===== src/rtl/bstat_pkg.sv =====
package bstat_pkg;

  localparam int STAT_W = 8;
  localparam int PH_W   = 3;

  // status byte bit positions (decoded by software)
  localparam int SB_ACK  = 0;
  localparam int SB_ATN  = 1;
  localparam int SB_BUSY = 2;
  localparam int SB_PHM  = 3;
  localparam int SB_IRQ  = 4;
  localparam int SB_PAR  = 5;
  localparam int SB_DRQ  = 6;
  localparam int SB_DEND = 7;

  // mode register bit positions
  localparam int MD_MONBSY = 2;
  localparam int MD_PAREN  = 5;

  // bus control lines, 1 = asserted
  typedef struct packed {
    logic ack;
    logic atn;
    logic bsy;
    logic msg;
    logic cd;
    logic io;
  } bus_lines_t;

  localparam int BUS_W = $bits(bus_lines_t);

endpackage


===== src/rtl/bstat_sync.sv =====
module bstat_sync #(
  parameter int W      = 6,
  parameter int STAGES = 2,
  parameter logic [W-1:0] RST_VAL = '1
) (
  input  logic         clk,
  input  logic         rst,
  input  logic [W-1:0] d_in,
  output logic [W-1:0] d_out
);

  logic [W-1:0] chain [STAGES];

  generate
    for (genvar s = 0; s < STAGES; s++) begin : g_stage
      if (s == 0) begin : g_first
        always_ff @(posedge clk) begin
          if (rst) chain[s] <= RST_VAL;
          else     chain[s] <= d_in;
        end
      end else begin : g_next
        always_ff @(posedge clk) begin
          if (rst) chain[s] <= RST_VAL;
          else     chain[s] <= chain[s-1];
        end
      end
    end
  endgenerate

  assign d_out = chain[STAGES-1];

endmodule


===== src/rtl/bstat_phase.sv =====
module bstat_phase #(
  parameter int PW = 3
) (
  input  logic          clk,
  input  logic          rst,
  input  logic [PW-1:0] bus_phase,
  input  logic [PW-1:0] exp_phase,
  output logic          match_q
);

  logic [PW-1:0] diff;

  always_comb diff = bus_phase ^ exp_phase;

  always_ff @(posedge clk) begin
    if (rst) match_q <= 1'b0;
    else     match_q <= (diff == '0);
  end

endmodule


===== src/rtl/bstat_sticky.sv =====
module bstat_sticky (
  input  logic clk,
  input  logic rst,
  input  logic set_en,
  input  logic set_req,
  input  logic clr_req,
  output logic q
);

  logic do_set;

  always_comb do_set = set_en & set_req;

  always_ff @(posedge clk) begin
    if (rst)          q <= 1'b0;
    else if (do_set)  q <= 1'b1;
    else if (clr_req) q <= 1'b0;
  end

  // a latch only rises through a gated set request
  a_r6_gated_set: assert property (@(posedge clk) disable iff (rst)
    !q |=> (!q || $past(set_en && set_req)));

  // clear without a set empties the latch
  a_r8_clear: assert property (@(posedge clk) disable iff (rst)
    (clr_req && !(set_en && set_req)) |=> !q);

endmodule


===== src/rtl/bstat_busy.sv =====
module bstat_busy (
  input  logic clk,
  input  logic rst,
  input  logic mon_busy,
  input  logic bsy_on,
  output logic busy_err,
  output logic dma_clr
);

  logic loss;

  always_comb loss = mon_busy & ~bsy_on;

  always_ff @(posedge clk) begin
    if (rst || !mon_busy) busy_err <= 1'b0;
    else if (loss)        busy_err <= 1'b1;
  end

  always_ff @(posedge clk) begin
    if (rst) dma_clr <= 1'b0;
    else     dma_clr <= loss & ~busy_err;
  end

  // sticky while monitoring stays on
  a_r4_sticky: assert property (@(posedge clk) disable iff (rst)
    (busy_err && mon_busy) |=> busy_err);

  // the clear request is a single-cycle pulse
  a_r5_single_pulse: assert property (@(posedge clk) disable iff (rst)
    dma_clr |=> !dma_clr);

  // the pulse comes only with a freshly set error
  a_r5_with_error: assert property (@(posedge clk) disable iff (rst)
    dma_clr |-> (busy_err && !$past(busy_err)));

endmodule


===== src/rtl/bus_status_unit.sv =====
module bus_status_unit
  import bstat_pkg::*;
#(
  parameter int ADDR_W      = 3,
  parameter int STAT_ADDR   = 5,
  parameter int CLR_ADDR    = 7,
  parameter int IRQ_SRCS    = 4,
  parameter int SYNC_STAGES = 2
) (
  input  logic                clk,
  input  logic                rst,
  input  logic                bus_ack_n,
  input  logic                bus_atn_n,
  input  logic                bus_bsy_n,
  input  logic                bus_msg_n,
  input  logic                bus_cd_n,
  input  logic                bus_io_n,
  input  logic [STAT_W-1:0]   mode_reg,
  input  logic [PH_W-1:0]     tcmd_phase,
  input  logic                par_fail,
  input  logic [IRQ_SRCS-1:0] irq_src,
  input  logic                dma_req,
  input  logic                dma_end,
  input  logic                cpu_rd,
  input  logic [ADDR_W-1:0]   cpu_addr,
  output logic [STAT_W-1:0]   rd_data,
  output logic                irq,
  output logic                out_disable,
  output logic                dma_mode_clr
);

  localparam logic [ADDR_W-1:0] A_STAT = ADDR_W'(STAT_ADDR);
  localparam logic [ADDR_W-1:0] A_CLR  = ADDR_W'(CLR_ADDR);

  logic [BUS_W-1:0] raw_n, sync_n;
  bus_lines_t       lines;
  logic             phase_match, busy_err, par_err, irq_q, clr_rd;
  logic [STAT_W-1:0] stat_d, stat_q;

  assign raw_n = {bus_ack_n, bus_atn_n, bus_bsy_n, bus_msg_n, bus_cd_n, bus_io_n};

  bstat_sync #(.W(BUS_W), .STAGES(SYNC_STAGES), .RST_VAL('1)) u_sync (
    .clk(clk), .rst(rst), .d_in(raw_n), .d_out(sync_n)
  );

  always_comb lines = bus_lines_t'(~sync_n);

  bstat_phase #(.PW(PH_W)) u_phase (
    .clk(clk), .rst(rst),
    .bus_phase({lines.msg, lines.cd, lines.io}),
    .exp_phase(tcmd_phase),
    .match_q(phase_match)
  );

  bstat_busy u_busy (
    .clk(clk), .rst(rst),
    .mon_busy(mode_reg[MD_MONBSY]),
    .bsy_on(lines.bsy),
    .busy_err(busy_err),
    .dma_clr(dma_mode_clr)
  );

  always_comb clr_rd = cpu_rd && (cpu_addr == A_CLR);

  bstat_sticky u_par (
    .clk(clk), .rst(rst),
    .set_en(mode_reg[MD_PAREN]), .set_req(par_fail),
    .clr_req(clr_rd), .q(par_err)
  );

  bstat_sticky u_irq (
    .clk(clk), .rst(rst),
    .set_en(1'b1), .set_req(|irq_src),
    .clr_req(clr_rd), .q(irq_q)
  );

  assign irq         = irq_q;
  assign out_disable = busy_err;

  always_comb begin
    stat_d          = '0;
    stat_d[SB_ACK]  = lines.ack;
    stat_d[SB_ATN]  = lines.atn;
    stat_d[SB_BUSY] = busy_err;
    stat_d[SB_PHM]  = phase_match;
    stat_d[SB_IRQ]  = irq_q;
    stat_d[SB_PAR]  = par_err;
    stat_d[SB_DRQ]  = dma_req;
    stat_d[SB_DEND] = dma_end;
  end

  always_ff @(posedge clk) begin
    if (rst) stat_q <= '0;
    else     stat_q <= stat_d;
  end

  always_ff @(posedge clk) begin
    if (rst)         rd_data <= '0;
    else if (cpu_rd) rd_data <= (cpu_addr == A_STAT) ? stat_q : '0;
  end

  // the status image of the interrupt bit trails the pin by one register
  a_r7_irq_mirror: assert property (@(posedge clk) disable iff (rst)
    stat_q[SB_IRQ] == $past(irq));

  // read data only moves on a strobe
  a_r9_hold: assert property (@(posedge clk) disable iff (rst)
    !cpu_rd |=> $stable(rd_data));

  // outputs stay off whenever the busy latch is reported set
  a_r4_disable: assert property (@(posedge clk) disable iff (rst)
    stat_q[SB_BUSY] |-> ($past(out_disable)));

endmodule


===== config.mk =====
export PLATFORM = sky130hd
export DESIGN_NAME = bus_status_unit
export DESIGN_NICKNAME = d
export VERILOG_FILES = /design/src/rtl/bstat_pkg.sv /design/src/rtl/bstat_sync.sv /design/src/rtl/bstat_phase.sv /design/src/rtl/bstat_sticky.sv /design/src/rtl/bstat_busy.sv /design/src/rtl/bus_status_unit.sv
export SDC_FILE = /design/constraint.sdc
export NUM_CORES = 1
export LEC_CHECK = 0
export BUFFER_PORTS_ARGS = -buffer_cell sky130_fd_sc_hd__buf_2
export CAP_MARGIN = 20
export CORE_AREA = 2 2 42 59
export CTS_CLUSTER_DIAMETER = 40
export DETAILED_ROUTE_END_ITERATION = 12
export DIE_AREA = 0 0 44 61
export PLACE_DENSITY_LB_ADDON = 0.05
export SLEW_MARGIN = 10
export SYNTH_ARGS = -nofsm -noshare
export SYNTH_HDL_FRONTEND = slang
export SYNTH_SLANG_ARGS = --single-unit

===== constraint.sdc =====
create_clock -name clk -period 1.3 [get_ports clk]
set_input_delay 0.13 -clock clk [delete_from_list [all_inputs] [get_ports clk]]
set_output_delay 0.13 -clock clk [all_outputs]
set_load 0.01 [all_outputs]

======== Word-level counts from Yosys, hierarchy flattened ========
Memories as Yosys holds them, arrays and structs flattened.
Cells that the tools add are included.
cells by class
  equal/unequal tests ..................... 2
  reductions and logical operators ........ 7
  muxes and demuxes ....................... 9
  bitwise gates (word level) .............. 9
operators with widths
  operator                               count
  two-way mux 6 bit                      2
  two-way mux 8 bit                      1
  == test 3 bit (second input constant)  2
  two-way mux 1 bit                      6
  inverter 6 bit                         1
  nonzero test 2 bit                     2
  OR reduction 4 bit                     1
  AND 1 bit                              3
  logical NOT 3 bit                      1
  XOR 3 bit                              1
  inverter 1 bit                         2
  OR 1 bit                               2
  logical AND 1 bit                      1
  logical NOT 1 bit                      1
  logical OR 1 bit                       1
storage, ports and cells
  output and inout port bits .............. 11
  register bits ........................... 21
  memories kept ........................... 1
  RAM bits ................................ 12
memory list
  memory        depth  bits a word  rd ports  clocked after memory_dff  write ports  line              text
  u_sync.chain  2      6            2         0                         2            bstat_sync.sv:12  logic [W-1:0] chain [STAGES];

======== Logic depth before layout (Yosys ltp) ========
Gate-level depths: netlist (run 1).
An unclocked memory read counts as a cell.
  word-level depth ........................ 5
  gate-level depth with buffers ........... 3
  gate-level depth less buffers ........... 2

======== Hierarchy ========
Synthesis (run 1) repeated with hierarchy kept, for this count alone.
second synthesis, totals
  cells, all modules ...................... 88
  area total of the unflattened synthesis .. 1063.5 µm²
by module, submodules not included
  module           cells each  area each (µm²)  seq. area each (µm²)  instances
  bus_status_unit  44          530.5            320.3                 1
  bstat_sync       25          320.3            240.2                 1
  bstat_sticky     4           38.8             20.0                  2
  bstat_busy       6           76.3             40.0                  1
  bstat_phase      5           58.8             20.0                  1

======== Least setup slack after synthesis (run 1) ========
Ideal clock, no wire load.
  kind .................................... in2reg
  from .................................... input cpu_addr[2]
  to ...................................... register rd_data[0]
  arrival ................................. 0.656 ns
  required time ........................... 1.183 ns
  setup slack ............................. 0.526 ns
  cell stages on the path ................. 3
  cell sequence ........................... and3_1 buf_2 a32o_1
on the way
  longest elaborated chain between the ends .. 2
RTL lines
  element               line                   text
  from (decl)           bus_status_unit.sv:25  input logic [ADDR_W-1:0] cpu_addr,
  == test 3 bit         bus_status_unit.sv:99  else if (cpu_rd) rd_data <= (cpu_addr == A_STAT) ? stat_q : '0;
  two-way mux 8 bit     bus_status_unit.sv:99
  to (signal assigned)  bus_status_unit.sv:99
  to (decl)             bus_status_unit.sv:26  output logic [STAT_W-1:0] rd_data,
Every way passes these cells.
A chain may end at the register's enable or synchronous reset.

======== Worst setup path in the final report (run 1) ========
  from .................................... register u_busy.busy_err
  to ...................................... output out_disable
RTL lines
  element                 line                   text
  from (decl)             bstat_busy.sv:6        output logic busy_err,
  from (signal assigned)  bstat_busy.sv:15       if (rst || !mon_busy) busy_err <= 1'b0;
  from (signal assigned)  bstat_busy.sv:16       else if (loss) busy_err <= 1'b1;
  to (decl)               bus_status_unit.sv:28  output logic out_disable,
No word-level cell between the ends.

==> results of run 1 <==
## final cells by class
cell class	instances	share of cell area, %
Sequential cell	33	50.8
Inverter	2	0.577
Timing Repair Buffer	41	18.3
Multi-Input combinational cell	43	24.0
Clock buffer	7	4.23
Tap cell	22	2.12
## routing by layer
layer | GRT usage [%] | share of wire [%]
met5 | 0 | 0
met4 | 11.7 | 2.7
met2 | 22.7 | 53
met1 | 13.0 | 39
met3 | 5.36 | 6.0
## worst max path at each step
stage	cells past startpoint	start	to	slack (ns)
2_1_floorplan	3	cpu_addr[2]	rd_data[0]	0.53
3_3_place_gp	3	rst	rd_data[3]	0.30
3_5_place_dp	3	rst	rd_data[1]	0.29
4_1_cts	1	u_busy.busy_err	out_disable	0.33
5_1_grt	1	u_busy.busy_err	out_disable	0.27
6_report	1	u_busy.busy_err	out_disable	0.36
## logic make-up (layout without fill, tap and decap cells)
| kind of cell | count (synthesis) | in the layout | share of synthesized area (%) |
|---|---|---|---|
| AO/OA/AOI/OAI | 10 | 10 | 9.30 |
| flip-flops | 33 | 33 | 66.3 |
| AND/OR/NAND/NOR | 30 | 30 | 19.5 |
| XOR/XNOR | 3 | 3 | 2.64 |
| buffers and inverters | 5 | 50 | 2.26 |
## placed cells by master (no fill, tap or decap), types with 2 or more instances in the layout
cell,instances
buf_2,34
dfxtp_1,33
a32o_1,8
or2_1,6
or2_2,6
dlygate4sd3_1,6
clkbuf_4,5
xnor2_1,3
nor2_1,3
nor2_2,2
nand2b_1,2
o22ai_1,2
nor2b_1,2
inv_1,2
and2b_1,2
## through the flow
| stage | hold WS [ns] | setup WS, ns | instances |
|---|---|---|---|
| finish | 0.0215 | 0.357 | 148 |
| global route | 0.00623 | 0.274 | 148 |
| CTS | 0.00657 | 0.333 | 148 |
| detailed placement | 0.308 | 0.288 | 135 |
| global placement | 0.306 | 0.299 | 135 |
| floorplan | 0.208 | 0.526 | 81 |
## registers in the layout (all words and copies together) (netlist names)
signal	flops
u_phase.match_q	1
u_busy.busy_err	1
u_busy.dma_clr	1
rd_data	8
u_irq.q	1
u_sync.chain	12
u_par.q	1
stat_q	8
## power by group through the flow
| stage | sequential (mW) | clock, mW | combinational [mW] |
|---|---|---|---|
| 2_1_floorplan | 1.09 | 0 | 0.0566 |
| 3_3_place_gp | 1.08 | 0 | 0.112 |
| 3_5_place_dp | 1.09 | 0 | 0.115 |
| 4_1_cts | 1.06 | 0.567 | 0.129 |
| 5_1_grt | 1.07 | 0.619 | 0.141 |
| 6_report | 1.06 | 0.537 | 0.127 |
==> results.md, run 1 <==
* Status: completed
* Initial Util at 46.3%
* P_sw at roughly 0.35 mW
* Slew Limit Fails at 0
* Synth top area share at ~66%
* Worst hold path depth at 2
* Total Wirelength at 1.50 mm
* Ys async rst share at 0%
* Yosys top cell by area: dfxtp_1
* Switching Fraction at 20.1%
* Via density at 4.79
* Gate Count Post-Synth at 81
* Drt first-iter violations at 5
* Total negative setup slack at 0 ns
* Critical Setup Path Class: register to output port
* Post-synth cell types at 20
* Layout cell share with drive strength beyond 1 at 39.7%
* Total GRT Usage at 13.7%
* Hold EP: stat_q[7]
* Crit Reg-Reg Endpoint: u_phase.match_q
* Cell Area, Synth at 996 µm²
* Hold buffers post-CTS at 6
* Critical Path Sink Type: output port
* Worst vdd ir at 855 µV
* I/O pins at 41
* Diode count at 0
* Register-to-register setup slack at 0.55 ns
* CTS tree: yes
* Global-route wire length before repair at around 2.5 mm
* Unrepaired setup endpoints after global routing: false
* Static leakage at 0.593 nW
* Routed len/inst at about 10 µm
* FF-to-FF path depth at 2
* Clk network pwr share at a little under a third
* Worst r2r src: u_sync.chain[1][2]
* # H-tree levels at 2
* Buffers & Inverters on Critical Path at 1
* Total gr overflow at 0
* Final design utilization at 60.5%
* PwrDens at 1330 nW/µm²
* Comb pwr share at 7.4%
* Critical Path AT at slightly above 0.8 ns
* Yosys reg bits at 33
* Top post-synthesis cells by area: dfxtp_1 (66%), a32o_1 (8.0%), or2_1 (3.8%)
* Die area at ~2700 µm²
* Final worst path period need at 0.943 ns
* Measured slew at the worst slew-check pin at 0.347 ns
* Post-DP HPWL at roughly 1.1 mm
* HP Start: dma_end
* Syn avg cell area at 12.3 µm²
* Vias at roughly 710
* Largest net degree at the start of global routing at 25
* CTS buffer count at 5
* Placed Area at around 1200 µm²
* # Post-CTS Setup Buffers at 0
* HP Class: primary input to register
* Antenna violations before repair at 0
* Critical-path cell list: buf_2
* Most instantiated cells after synthesis: dfxtp_1 (33), a32o_1 (8), or2_1 (6), or2_2 (6)
* # port buffers at 34
* Post-DRT Antenna Nets at 0
* Vias in the first global route at 668
* Die height at 61 µm
* Worst Clk Skew at between 0.002 and 0.003 ns
* Post-synth EDFFs at 0
* RD Place Congestion at 0.684
* Final instance area at 1300 µm²
* Seq pwr share at 61.5%
* Int Pwr at 1.38 mW
* Syn Nets at 111
* DRT Pass-1 Iters at 2
* Number of fill cells at 192
* Max-slew headroom at 76.8%
* Maxcap violations at 0
* CP top delay family: flip-flops
* Hold Fails Final Rpt at 0
* Peak Freq at approximately 1100 MHz
* CTS root buffer: clkbuf_4
* Final setup violating endpoints at 0
* Area of the multi-input gates at 313 µm²
* Ys Warns at 0
* Critical Path Fanout Max at 4
* CTS Sinks at 33
* Overall Power at 1.72 mW
* Core Box Area at 2150 µm²
* Clk Latency, worst-skew pair at 0.31 ns
* Cell with the most instances after synthesis: dfxtp_1
* Startpoint types: register
* Area grow syn2layout at 30.7%
* FF/Latch Area at 661 µm²
* Slowest cell on crit path: dfxtp_1
* # rows at 20
* Fin nets at 156
* Resized Gates After CTS at 0
* Bufs on Longest Clock Path at 2
* Top_reg_cell synth: dfxtp_1
* Die width at roughly 44 µm
* # DRC at 0
* Crit path largest cell delay at 0.36 ns
* Final period util at 72.5%
* Data required, critical path at 1.17 ns
* Worst-path clk slew at 0.08 ns
* Register area share after synthesis at 66.3%
(Power assumes the default switching activity.)
==> run 2: changes to the inputs <==
--- a/config.mk
+++ b/config.mk
@@ -7,10 +7,10 @@
 export LEC_CHECK = 0
 export BUFFER_PORTS_ARGS = -buffer_cell sky130_fd_sc_hd__buf_2
 export CAP_MARGIN = 20
-export CORE_AREA = 2 2 42 59
+export CORE_AREA = 2 2 45 64
 export CTS_CLUSTER_DIAMETER = 40
 export DETAILED_ROUTE_END_ITERATION = 12
-export DIE_AREA = 0 0 44 61
+export DIE_AREA = 0 0 47 66
 export PLACE_DENSITY_LB_ADDON = 0.05
 export SLEW_MARGIN = 10
 export SYNTH_ARGS = -nofsm -noshare
==> constraint.sdc (replaced) <==
create_clock -name clk -period 0.8 [get_ports clk]
set_input_delay 0.08 -clock clk [delete_from_list [all_inputs] [get_ports clk]]
set_output_delay 0.08 -clock clk [all_outputs]
set_load 0.01 [all_outputs]
==> run 2 against run 1 <==
Effect of this change: the run now ends with setup timing left; sequential power rose by 63%; routed wire length rose by 15%; non-clock buffer count rose by 8.
==> results.md, run 2 (same netlist as run 1, synthesis figures left out) <==
* Post-DP HPWL at 1.21 mm
* DRT Pass-1 Iters at 3
* CTS tree: yes
* Max-slew headroom at 76.9%
* Largest net degree at the start of global routing at 17
* Post-DRT Antenna Nets at 0
* Data required, critical path at 0.72 ns
* Worst Clk Skew at 0.00454 ns
* Met2 Wirelength at 939 µm
* Final period util at 107%
* Routed len/inst at slightly above 10 µm
* CTS root buffer: clkbuf_4
* Hold Fails Final Rpt at 0
* Crit Reg-Reg Endpoint: u_busy.dma_clr
* Final setup violating endpoints at 11
* M1 WL at between 600 and 700 µm
* Antenna violations before repair at 0
* Number of flip-flops in the largest register at 12
* Crit path largest cell delay at roughly 0.34 ns
* Slew Limit Fails at 0
* Critical Path Fanout Max at 2
* # port buffers at 34
* Drt first-iter violations at 8
* Final instance area at 1480 µm²
* Vias in the first global route at 739
* Dpl ws at -0.0419 ns
* Hold EP: u_phase.match_q
* Commonest non-fill, non-tap cell in the layout: buf_2
* I/O pins at 41
* CP top delay family: flip-flops
* Die width at roughly 47 µm
* Critical Path AT at 0.78 ns
* Die area at 3100 µm²
* Initial Util at 39.3%
* Worst hold slack at 0.0376 ns
* FF/Latch Area at roughly 670 µm²
* Clk Latency, worst-skew pair at 0.32 ns
* Maxcap violations at 0
* Critical Path Sink Type: output port
* Critical Setup Path Class: register to output port
* Total GRT Usage at 13.5%
* Vias at 758
* Buffers & Inverters on Critical Path at 1
* Placed Area at around 1200 µm²
* Status: finished with violations
* Total gr overflow at 0
* Worst-path clk slew at 0.09 ns
* # rows at 22
* Diode count at 0
* # H-tree levels at 2
* FF-to-FF path depth at 2
* Measured slew at the worst slew-check pin at 0.345 ns
* Worst r2r src: u_busy.busy_err
* Final worst path period need at roughly 0.86 ns
* CTS buffer count at 5
* Worst vdd ir at 1150 µV
* Register-to-register setup slack at 0.03 ns
* Final WS setup at -0.0568 ns
* PwrDens at 1920 nW/µm²
* Slowest cell on crit path: dfxtp_2
* Global-route wire length before repair at 2.88 mm
* Uppermost routed layer: met4
* Fin nets at 164
* Met3 wire length at 92 µm
* RD Place Congestion at 0.677
* Number of fill cells at 235
* HP Class: primary input to register
* Core Box Area at between 2000 and 3000 µm²
* Worst hold path depth at 3
* Number of cells on the critical path at 1
* Critical-path cell list: buf_6
* Failing checks: setup timing
* HP Start: tcmd_phase[1]
* Via density at 4.43
* Bufs on Longest Clock Path at 2
* Die height at 66 µm
* Total Wirelength at 1.73 mm
* Most frequent cells in the layout: buf_2 (24), dfxtp_1 (22), dlygate4sd3_1 (11), dfxtp_2 (11), buf_6 (10)
* Static leakage at 0.647 nW
* # DRC at 0
* Peak Freq at between 1000 and 1500 MHz
* Startpoint types: register
* CTS Sinks at 33
* Area grow syn2layout at 48.2%
* Largest register by flop count: u_sync.chain
* Area of the multi-input gates at 313 µm²
* Layout cell share with drive strength beyond 1 at around 48%
* Unrepaired setup endpoints after global routing: true
* Regs by FF count: u_sync.chain (12), rd_data (8), stat_q (8)
==> run 2: tightest hold or removal path: cells and delay by family <==
| family | cells | cell delay [ns] |
|---|---|---|
| XOR/XNOR | 1 | 0.12 |
| buffers and inverters | 1 | 0.09 |
| AND/OR/NAND/NOR | 1 | 0.04 |
==> run 2: worst max-delay path by stage <==
stage | to | startpoint
2_1_floorplan | rd_data[0] | cpu_addr[2]
3_3_place_gp | rd_data[0] | cpu_addr[2]
3_5_place_dp | rd_data[3] | cpu_addr[2]
4_1_cts | irq | u_irq.q
5_1_grt | irq | u_irq.q
6_report | irq | u_irq.q
==> run 2: layout make-up <==
| type | instances | area share (%) |
|---|---|---|
| sequential | 33 | 45.7 |
| multi-input combinational | 43 | 21.2 |
| tap | 36 | 3.05 |
| inverter | 2 | 0.508 |
| clock buffer | 6 | 2.80 |
| clock inverter | 2 | 0.678 |
| timing repair buffer | 49 | 26.1 |
==> run 2: stage by stage <==
step	utilization (%)	total power, mW	setup TNS [ns]	cells
5_1_grt	58.3	3.01	-1.01	171
6_report	58.3	2.83	-0.505	171
4_1_cts	57.9	2.89	-0.776	170
2_1_floorplan	-	1.86	0	81
3_3_place_gp	48.3	1.96	-0.254	150
3_5_place_dp	48.3	1.97	-0.314	150
==> run 2: report_power, final <==
part / internal [mW] / switching [mW] / total (mW) / leakage, nW
Sequential: 1.71 / 0.0207 / 1.73 / 0.275
Combinational: 0.158 / 0.0963 / 0.254 / 0.340
Clock: 0.334 / 0.512 / 0.846 / 0.0320
==> run 2: routing by layer <==
layer	up-vias	GRT usage (%)
met5	-	0
met3	8	4.10
met2	23	23.5
met4	0	9.38
met1	340	12.4
li1	387	-
==> run 2: repair_timing <==
| item | CTS | global route |
|---|---|---|
| endpoints found under the hold margin | 11 | 1 |
| resized for setup | 20 | 1 |
| setup endpoints to repair | 11 | 13 |
| pin swaps | 0 | 1 |
| hold buffers | 10 | 1 |
| buffers inserted | 2 | 0 |
==> run 3: changes to the inputs <==
--- a/config.mk
+++ b/config.mk
@@ -5,12 +5,13 @@
 export SDC_FILE = /design/constraint.sdc
 export NUM_CORES = 1
 export LEC_CHECK = 0
+export ABC_AREA = 1
 export BUFFER_PORTS_ARGS = -buffer_cell sky130_fd_sc_hd__buf_2
 export CAP_MARGIN = 20
-export CORE_AREA = 2 2 45 64
+export CORE_AREA = 2 2 55 78
 export CTS_CLUSTER_DIAMETER = 40
 export DETAILED_ROUTE_END_ITERATION = 12
-export DIE_AREA = 0 0 47 66
+export DIE_AREA = 0 0 57 80
 export PLACE_DENSITY_LB_ADDON = 0.05
 export SLEW_MARGIN = 10
 export SYNTH_ARGS = -nofsm -noshare
==> run 3 against run 2 <==
Effect of this change: the run ends with hold timing, setup timing left; synthesized cell count increased by 65%; area after synthesis rose by 13%; core utilization shrank 18 points; design area up 6.1%; non-clock buffer count shrank 5; clock power increased by 37%; critical endpoint is now out_disable; count of clock-buffer cells in the layout is 2 higher; setup slack gained 0.050 ns; critical path depth did not move; critical path type unchanged; via count increased by 18%; hold slack got worse by 0.056 ns.
==> results.md, run 3 <==
* Status: finished with violations
* Hold EP: u_sync.chain[0][0]
* CP top delay family: flip-flops
* Seq pwr share at 55.3%
* Area grow syn2layout at 39.1%
* Placed Area at ~1300 µm²
* Diode count at 0
* Total GRT Usage at between 10% and 20%
* Critical Path AT at ~0.73 ns
* Most instantiated cells after synthesis: nor2_1 (42), dfxtp_1 (33), inv_1 (15), nand2_1 (15), or2_2 (8)
* Post-DRT Antenna Nets at 0
* Int Pwr at 2.46 mW
* Critical Path Sink Type: output port
* # rows at 27
* CTS tree: yes
* FF-to-FF path depth at 3
* HP Class: primary input to register
* Largest family of logic cells by synthesized area: simple AND/OR/NAND/NOR gates
* Register area share after synthesis at 58.7%
* Post-synthesis compound-gate area fraction at 1.78%
* Post-synth EDFFs at 0
* Data required, critical path at about 0.7 ns
* PwrDens at between 1500 and 2000 nW/µm²
* Total Wirelength at between 1.5 and 2 mm
* Mux share of post-synthesis cell area at 0%
* Top_reg_cell synth: dfxtp_1
* Largest register by flop count: u_sync.chain
* Syn Nets at around 160
* CTS Sinks at 33
* Largest net degree at the start of global routing at 17
* Die area at around 4600 µm²
* Clk network pwr share at 37.1%
* FF/Latch Area at 676 µm²
* # DRC at 0
* Gate Count Post-Synth at 134
* Worst hold path depth at 2
* Peak Freq at 1240 MHz
* Via density at 3.96
* Synth Area in Adders at 0%
* RD Place Congestion at a little under 0.7
* P_sw at 0.673 mW
* Final setup violating endpoints at 1
* Startpoint types: register
* Maxcap violations at 0
* Register-to-register setup slack at 0.05 ns
* Final instance area at about 1600 µm²
* Post-synth cell types at 16
* Critical Setup Path Class: register to output port
* Top post-synthesis cells by area: dfxtp_1 (59%), nor2_1 (14%), inv_1 (5.0%)
* Comb pwr share at 7.6%
* Worst r2r src: u_sync.chain[1][0]
* Post-DP HPWL at between 1 and 1.5 mm
* Bufs on Longest Clock Path at 2
* Number of cells on the critical path at 1
* # port buffers at 34
* Antenna violations before repair at 0
* GRT Max-Usage Layer: met2
* Fin cells at between 200 and 250
* Most frequent cells in the layout: nor2_1 (42), buf_2 (24), dfxtp_1 (21)
* Vias at 892
* Clk Latency, worst-skew pair at 0.28 ns
* Layout cell share with drive strength beyond 1 at 36.8%
* Die width at 57 µm
* Number of flip-flops in the largest register at 12
* Critical-path cell list: buf_6
* HP Start: bus_io_n
* Slowest cell on crit path: dfxtp_2
* Dpl ws at -0.0245 ns
* Area of the multi-input gates at 373 µm²
* Xor and xnor fraction of the mapped netlist area at less than 1%
* Static leakage at 0.704 nW
* Total gr overflow at 0
* Global-route wire length before repair at 3.51 mm
* Die height at 80 µm
* Placed Cells at about 210
* Final period util at 101%
* Overall Power at 3.13 mW
* Commonest non-fill, non-tap cell in the layout: nor2_1
* Yosys reg bits at 33
* Critical Path Fanout Max at 3
* Drt first-iter violations at 18
* Number of fill cells at 410
* Vias in the first global route at a little over 900
* Cell Area, Synth at 1130 µm²
* Max-slew headroom at 83.8%
* Hold Fails Final Rpt at 2
* Unrepaired setup endpoints after global routing: true
* Failing checks: hold timing, setup timing
* Core Box Area at 3850 µm²
* # H-tree levels at 2
* Final WS setup at -0.00668 ns
* Worst Clk Skew at 0.00254 ns
* Worst hold slack at -0.0182 ns
* CTS root buffer: clkbuf_8
* Hold buffers post-CTS at 5
* Final worst path period need at 0.807 ns
* Cell with the most instances after synthesis: nor2_1
* Switching Fraction at 21.5%
* Met2 Use GR at between 10% and 20%
* Ys Warns at 0
* Buffers & Inverters on Critical Path at 1
* Initial Util at 29.2%
* Syn avg cell area at 8.40 µm²
* Met1 usage at 9.50%
* I/O pins at 41
* Regs by FF count: u_sync.chain (12), rd_data (8), stat_q (8)
* Crit Reg-Reg Endpoint: u_phase.match_q
* Synth top area share at 58.7%
* Routed len/inst at 8.72 µm
* Slew Limit Fails at 0
* Crit path largest cell delay at 0.35 ns
* CTS buffer count at 5
* Ys async rst share at 0%
* Global routing usage on met3 at roughly 3.4%
* Worst vdd ir at 1080 µV
* Yosys top cell by area: dfxtp_1
* Fin nets at 211
* DRT Pass-1 Iters at 2
* Measured slew at the worst slew-check pin at 0.242 ns
* Synth Area in Simple Gates at 29.7%
* Worst-path clk slew at 0.06 ns
run 3: cell count changes in the layout (fill, tap and decap cells not counted), moves of 3 or more:
cell / change
nor2_1: +39
clkbuf_4: -5
a32o_1: -8
clkbuf_8: +5
xnor2_1: -3
dlygate4sd3_1: -6
nand2_1: +14
inv_1: +13
run 3: worst max-delay path by stage:
stage,end,slack [ns],startpoint
floorplan,u_phase.match_q,0.02,u_sync.chain[1][0]
global placement,rd_data[0],-0.02,cpu_addr[1]
detailed placement,rd_data[1],-0.02,cpu_addr[1]
CTS,out_disable,-0.02,u_busy.busy_err
global route,out_disable,-0.05,u_busy.busy_err
finish,out_disable,-0.007,u_busy.busy_err
run 3: kinds of logic (layout without fill, tap and decap cells):
kind of cell              Yosys count  count (layout)
and+or+nand+nor                    75              75
DFF                                33              33
buffers and inverters              21              69
AOI/OAI and AO/OA                   4               4
xor gates and xnor gates            1               1
run 3: area by class of cell:
cell class              count  area share [%]
flip-flops and latches     33            43.1
inverters                  17            4.07
clock buffers               8            5.11
repair buffers             44            20.4
multi-input cells          80            23.8
well taps                  43            3.43
run 3: metrics by stage:
step                      setup TNS [ns]  utilization [%]
after floorplan                        0                -
after global placement            -0.101             34.8
after detailed placement         -0.0661             34.8
after CTS                        -0.0784             40.6
after global routing              -0.221             40.7
final                           -0.00668             40.7
run 3: power groups by stage:
| stage | Combinational (mW) | Clock [mW] | Sequential (mW) |
|---|---|---|---|
| 5_1_grt | 0.271 | 1.28 | 1.74 |
| 3_3_place_gp | 0.208 | 0 | 1.76 |
| 6_report | 0.238 | 1.16 | 1.73 |
| 3_5_place_dp | 0.210 | 0 | 1.76 |
| 4_1_cts | 0.244 | 1.23 | 1.73 |
| 2_1_floorplan | 0.115 | 0 | 1.77 |
run 3: worst register-to-register path, delay by kind of cell, from the launching register on:
family	cells	cell delay, ns
flip-flops	1	0.32
AND/OR/NAND/NOR	3	0.34
run 3: repair_timing:
item | 4_1_cts | 5_1_grt
resized for setup | 23 | 2
gates cloned | 0 | 0
endpoints found under the setup margin | 11 | 12
hold endpoints to repair | 7 | 2
setup buffers | 1 | 0
run 3: routing by layer:
layer	part of all wire, %	vias up
li1	-	486
met1	41	373
met2	50	26
met3	6.2	7
met4	3.1	0
met5	0	-
